`config.mk`:
```
export PLATFORM = sky130hd
export DESIGN_NAME = xpar_codec
export DESIGN_NICKNAME = d
export VERILOG_FILES = /design/src/rtl/xpar_pkg.sv /design/src/rtl/xpar_parity_gen.sv /design/src/rtl/xpar_encoder.sv /design/src/rtl/xpar_checker.sv /design/src/rtl/xpar_codec.sv
export SDC_FILE = /design/constraint.sdc
export NUM_CORES = 1
export LEC_CHECK = 0
export ABC_AREA = 0
export CORE_ASPECT_RATIO = 1.1
export CORE_MARGIN = 2
export CORE_UTILIZATION = 37
export CTS_CLUSTER_DIAMETER = 80
export DETAILED_ROUTE_END_ITERATION = 12
export PLACE_DENSITY_LB_ADDON = 0.1
export SLEW_MARGIN = 10
export SYNTH_ARGS = -nofsm -noshare
export SYNTH_HDL_FRONTEND = slang
export SYNTH_SLANG_ARGS = --single-unit
```
`constraint.sdc`:
```
create_clock -name clk -period 3.7 [get_ports clk]
set_input_delay 0.74 -clock clk [delete_from_list [all_inputs] [get_ports clk]]
set_output_delay 0.74 -clock clk [all_outputs]
set_load 0.01 [all_outputs]
```
`src/rtl/xpar_pkg.sv`:
```
package xpar_pkg;

  typedef struct packed {
    logic uncorrectable;
    logic check_error;
    logic corrected;
  } xpar_status_t;

  localparam xpar_status_t XPAR_CLEAN = '{uncorrectable: 1'b0, check_error: 1'b0, corrected: 1'b0};

endpackage

```
`src/rtl/xpar_parity_gen.sv`:
```
module xpar_parity_gen #(
  parameter int N = 8
) (
  input  logic [N*N-1:0] data,
  output logic [N-1:0]   row_par,
  output logic [N-1:0]   col_par
);

  for (genvar r = 0; r < N; r++) begin : g_row
    assign row_par[r] = ^data[r*N +: N];
  end

  for (genvar c = 0; c < N; c++) begin : g_col
    logic [N-1:0] column;
    for (genvar r = 0; r < N; r++) begin : g_bit
      assign column[r] = data[r*N + c];
    end
    assign col_par[c] = ^column;
  end

endmodule

```
`src/rtl/xpar_encoder.sv`:
```
module xpar_encoder #(
  parameter int N = 8
) (
  input  logic           clk,
  input  logic           rst_n,
  input  logic           in_valid,
  output logic           in_ready,
  input  logic [N*N-1:0] in_data,
  output logic           out_valid,
  input  logic           out_ready,
  output logic [N*N-1:0] out_data,
  output logic [N-1:0]   out_row_par,
  output logic [N-1:0]   out_col_par
);

  logic [N-1:0] row_next;
  logic [N-1:0] col_next;
  logic         take;

  xpar_parity_gen #(.N(N)) gen_i (
    .data    (in_data),
    .row_par (row_next),
    .col_par (col_next)
  );

  assign in_ready = !out_valid || out_ready;
  assign take     = in_valid && in_ready;

  always_ff @(posedge clk) begin
    if (!rst_n) begin
      out_valid   <= 1'b0;
      out_data    <= '0;
      out_row_par <= '0;
      out_col_par <= '0;
    end else if (take) begin
      out_valid   <= 1'b1;
      out_data    <= in_data;
      out_row_par <= row_next;
      out_col_par <= col_next;
    end else if (out_ready) begin
      out_valid   <= 1'b0;
    end
  end

endmodule

```
`src/rtl/xpar_checker.sv`:
```
module xpar_checker
  import xpar_pkg::*;
#(
  parameter int N = 8
) (
  input  logic           clk,
  input  logic           rst_n,
  input  logic           in_valid,
  output logic           in_ready,
  input  logic [N*N-1:0] in_data,
  input  logic [N-1:0]   in_row_par,
  input  logic [N-1:0]   in_col_par,
  output logic           out_valid,
  input  logic           out_ready,
  output logic [N*N-1:0] out_data,
  output xpar_status_t   out_status
);

  localparam int W = N * N;

  logic [N-1:0] row_calc, col_calc;
  logic [N-1:0] row_syn, col_syn;
  logic         row_any, col_any, row_one, col_one;
  logic [W-1:0] flip_mask;
  logic [W-1:0] data_next;
  xpar_status_t status_next;
  logic         take;

  xpar_parity_gen #(.N(N)) gen_i (
    .data    (in_data),
    .row_par (row_calc),
    .col_par (col_calc)
  );

  assign row_syn = row_calc ^ in_row_par;
  assign col_syn = col_calc ^ in_col_par;
  assign row_any = |row_syn;
  assign col_any = |col_syn;
  assign row_one = row_any && ((row_syn & (row_syn - 1'b1)) == '0);
  assign col_one = col_any && ((col_syn & (col_syn - 1'b1)) == '0);

  for (genvar r = 0; r < N; r++) begin : g_mr
    for (genvar c = 0; c < N; c++) begin : g_mc
      assign flip_mask[r*N + c] = row_syn[r] & col_syn[c];
    end
  end

  always_comb begin
    status_next = XPAR_CLEAN;
    data_next   = in_data;
    if (row_one && col_one) begin
      status_next.corrected = 1'b1;
      data_next             = in_data ^ flip_mask;
    end else if ((row_one && !col_any) || (col_one && !row_any)) begin
      status_next.check_error = 1'b1;
    end else if (row_any || col_any) begin
      status_next.uncorrectable = 1'b1;
    end
  end

  assign in_ready = !out_valid || out_ready;
  assign take     = in_valid && in_ready;

  always_ff @(posedge clk) begin
    if (!rst_n) begin
      out_valid  <= 1'b0;
      out_data   <= '0;
      out_status <= XPAR_CLEAN;
    end else if (take) begin
      out_valid  <= 1'b1;
      out_data   <= data_next;
      out_status <= status_next;
    end else if (out_ready) begin
      out_valid  <= 1'b0;
    end
  end

endmodule

```
`src/rtl/xpar_codec.sv`:
```
module xpar_codec
  import xpar_pkg::*;
#(
  parameter int N = 8
) (
  input  logic           clk,
  input  logic           rst_n,
  input  logic           enc_in_valid,
  output logic           enc_in_ready,
  input  logic [N*N-1:0] enc_in_data,
  output logic           enc_out_valid,
  input  logic           enc_out_ready,
  output logic [N*N-1:0] enc_out_data,
  output logic [N-1:0]   enc_out_row_par,
  output logic [N-1:0]   enc_out_col_par,
  input  logic           chk_in_valid,
  output logic           chk_in_ready,
  input  logic [N*N-1:0] chk_in_data,
  input  logic [N-1:0]   chk_in_row_par,
  input  logic [N-1:0]   chk_in_col_par,
  output logic           chk_out_valid,
  input  logic           chk_out_ready,
  output logic [N*N-1:0] chk_out_data,
  output logic           chk_out_corrected,
  output logic           chk_out_check_error,
  output logic           chk_out_uncorrectable
);

  xpar_status_t chk_status;

  xpar_encoder #(.N(N)) enc_i (
    .clk         (clk),
    .rst_n       (rst_n),
    .in_valid    (enc_in_valid),
    .in_ready    (enc_in_ready),
    .in_data     (enc_in_data),
    .out_valid   (enc_out_valid),
    .out_ready   (enc_out_ready),
    .out_data    (enc_out_data),
    .out_row_par (enc_out_row_par),
    .out_col_par (enc_out_col_par)
  );

  xpar_checker #(.N(N)) chk_i (
    .clk        (clk),
    .rst_n      (rst_n),
    .in_valid   (chk_in_valid),
    .in_ready   (chk_in_ready),
    .in_data    (chk_in_data),
    .in_row_par (chk_in_row_par),
    .in_col_par (chk_in_col_par),
    .out_valid  (chk_out_valid),
    .out_ready  (chk_out_ready),
    .out_data   (chk_out_data),
    .out_status (chk_status)
  );

  assign chk_out_corrected     = chk_status.corrected;
  assign chk_out_check_error   = chk_status.check_error;
  assign chk_out_uncorrectable = chk_status.uncorrectable;

endmodule

```
==> summary.txt <==
Logic synthesis
  – Proportion of synthesized area in mux cells: 0%
  – Synth Instances: 1113
  – YS warnings: 0
  – Ys async rst share: 0%
  – Seq/Total Area, Yosys: 31.7%
  – Synth Area in XOR/XNOR: 25.0%
  – Post-synthesis net count: 1263
  – Area of the mapped netlist: 0.00941 sq mm
  – Post-synth EDFFs: 0
  – Largest cells by area after synthesis: dfxtp_1 32%, xnor2_1 17%, nand2_1 5.3%
  – Largest family of logic cells by synthesized area: XOR/XNOR gates
  – Adder-Cell Fraction of Synth Area: 0.106%
  – Commonest cells post-synth: 188 x xnor2_1, 149 x dfxtp_1, 134 x nand2_1
  – Count leader, synth: xnor2_1
  – Top_reg_cell synth: dfxtp_1
  – Most area-hungry cell type in the Yosys netlist: dfxtp_1
  – Post-synth top area share: 31.7%
  – Mean post-synth cell area: 8.46 sq um
  – Simple-Gate Fraction of Synth Area: 20.8%
  – #FFs+latches synth: 149
  – Compound-cell area share of the yosys netlist: 17.9%
  – Synth cell types: 46

STA
  – Slew @ Worst Pin: 1.09 ns
  – Fin. max-slew vios: 0
  – Skew final: 0.0116 ns
  – Final setup viols: 0
  – Unrepaired setup endpoints after global routing: false
  – Tcrit/Tclk final: 97.6%
  – Fmax: between 0.2 and 0.3 GHz
  – Endpoints failing hold: 0
  – Post-layout min period: 3.61 ns
  – Slew HR: a little over a quarter
  – Final setup TNS: 0 ns
  – Final WS setup: 0.0902 ns

Global route
  – Initial antenna violation count: 0
  – GRT overflow: 0
  – Largest net degree at the start of global routing: 115
  – Vias in the first global route: 9514
  – Total global-route track usage: 26.1%
  – First-pass GRT wire length: approximately 54 mm

Worst hold path
  – Min-Delay Path Depth: 2
  – Min-Delay Path Class: reg2reg
  – Hold_sp: enc_i.out_data[0]$_SDFFE_PN0P_
  – Hold worst-path end: enc_i.out_data[0]$_SDFFE_PN0P_

Placement
  – Port bufs: 300
  – DP Wirelength: 25.6 mm
  – Placed Cells: 1745
  – Setup WS pre-CTS: -0.460 ns
  – DP Area: 0.0134 sq mm
  – Placer Congestion: between 0.8 and 0.9

Setup path
  – RR Startpoint: chk_i.out_valid$_SDFFE_PN0P_
  – CP Data Required Time: around 4.0 ns
  – CP Launch Type: input port
  – Most frequent CP cell: buf_4
  – Cells along the critical path: clkdlybuf4s50_1, xor2_1, xnor3_1, xnor2_2, buf_4, and3_1, a21o_1, o2111ai_4, buf_4, buf_12, o31ai_1, nand3_1
  – Critical Path Sink Type: flip-flop
  – Critical path peak fanout: 32
  – R2R cell count: 6
  – FF-to-FF setup slack: about 1.9 ns
  – RR Endpoint: chk_i.out_data[13]$_SDFFE_PN0P_
  – Kind of critical path: in2reg
  – Largest stage delay on the critical path: 0.56 ns
  – Slowest cell on the critical path: clkdlybuf4s50_1
  – WP data arrival: 3.91 ns

Floorplan
  – Die width: about 160 um
  – # rows: about 60
  – Total core area: 0.0251 sq mm
  – Initial Util: 37.5%
  – Die area: 0.0267 sq mm
  – Die Ht: 171 um
  – Top Ports: 301

Clocking
  – Clock root cell: clkbuf_16
  – CTS tree: done
  – Total CTS buffers: 17
  – Clk slew on worst S/H paths: 0.07 ns
  – Clock Path Buffers: 2
  – # clock sinks: 149
  – Latest clock arrival within the worst-skew pair: 0.43 ns
  – H-tree Lvls: 4

Final layout
  – Share of cells above drive strength 1: between 10% and 20%
  – Design Area, Final: 0.0140 sq mm
  – Diode count: 0
  – Final #Nets: 1599
  – Final cell count without fillers: approximately 1.8k
  – Synth-to-Final Area Change: 48.7%
  – Final Util: 55.7%

Detailed routing
  – Post-route ant nets: 0
  – Wire per inst: 20.3 um
  – 1st-iter DRT viols: 688
  – Routed WL: 36.1 mm
  – Vias/cell: about 5.6
  – Via count: around 10k
  – DRC viols: 0
  – Drt first pass iters: 5

Job
  – Max Cap Violations: 0

Power and ir drop
  – Lkg Pwr: 0.00521 uW
  – VDD IR max: 0.304 mV
  – Pwr dens: roughly 480 mW/mm^2

Outcome
  – Outcome: completed
==> how the worst max path moves through the flow <==
stage / start / to / cells after the start
3_3_place_gp: chk_in_data[51] / chk_i.out_data[52]$_SDFFE_PN0P_ / 10
6_report: chk_in_data[36] / chk_i.out_data[39]$_SDFFE_PN0P_ / 12
4_1_cts: chk_in_data[51] / chk_i.out_data[59]$_SDFFE_PN0P_ / 10
3_5_place_dp: chk_in_data[51] / chk_i.out_data[30]$_SDFFE_PN0P_ / 11
5_1_grt: chk_in_data[36] / chk_i.out_data[31]$_SDFFE_PN0P_ / 12
2_1_floorplan: chk_in_data[20] / chk_i.out_data[62]$_SDFFE_PN0P_ / 9
==> metrics by stage <==
stage          power, uW  hold slack (ns)
6_report            6720            0.453
5_1_grt             7010            0.474
4_1_cts             6730            0.456
3_5_place_dp        4930            0.446
3_3_place_gp        4930            0.441
2_1_floorplan       3430            0.476
==> critical path: cells and delay by family <==
family | cells | cell delay (ns)
buf+inv | 4 | 1.13
xor+xnor | 3 | 1.11
compound gates | 3 | 0.61
simple gates | 2 | 0.31
==> cell type report <==
cell class                 instances  area, sq um
tap                              315          394
multi-input combinational        860         6050
clock buffer                      17          425
fill                            2374        11100
timing repair buffer             418         3970
clock inverter                    15          156
inverter                           3         13.8
sequential                       149         2980
==> layout by cell type, fill, tap and decap left out, types with 18 or more instances in the layout <==
master	count
a21oi_1	71
a32oi_1	49
and3_1	52
buf_4	111
clkdlybuf4s50_1	299
dfxtp_1	149
nand2_1	132
nand3_1	50
nand4_1	49
nor2_1	18
nor4_1	48
o21ai_0	18
o31ai_1	64
xnor2_1	185
xor2_1	25
==> per-layer routing <==
layer	global-route usage, %	share of wire, %	vias up
li1	-	-	4768
met4	8.46	2.4	0
met3	6.98	8.5	50
met1	32.0	40	4723
met2	44.5	49	454
met5	0	0	-
==> kinds of logic (layout without fill, tap and decap cells) <==
logic type / Yosys count / count (layout)
AOI/OAI and AO/OA: 246 / 246
xor gates and xnor gates: 236 / 236
adders and majority gates: 1 / 1
buffers and inverters: 104 / 453
DFF: 149 / 149
and+or+nand+nor: 377 / 377
==> state kept, by name (all words and copies together), names as in the netlist <==
| register | count |
|---|---|
| chk_i.out_data | 64 |
| enc_i.out_data | 64 |
| enc_i.out_col_par | 8 |
| enc_i.out_row_par | 8 |
| chk_i.out_status | 3 |
| chk_i.out_valid | 1 |
| enc_i.out_valid | 1 |
==> timing repair <==
action                     CTS  global route
hold buffers                 0             0
resized for setup            1             1
buffers inserted             0             0
setup endpoints to repair   34            21
==> where the power goes <==
group	internal (uW)	switching, uW	leakage (uW)
Sequential	1760	92.2	0.00123
Clock	906	856	0.000285
Combinational	1350	1750	0.00369
Note: power is estimated with default switching activity, not from simulation.
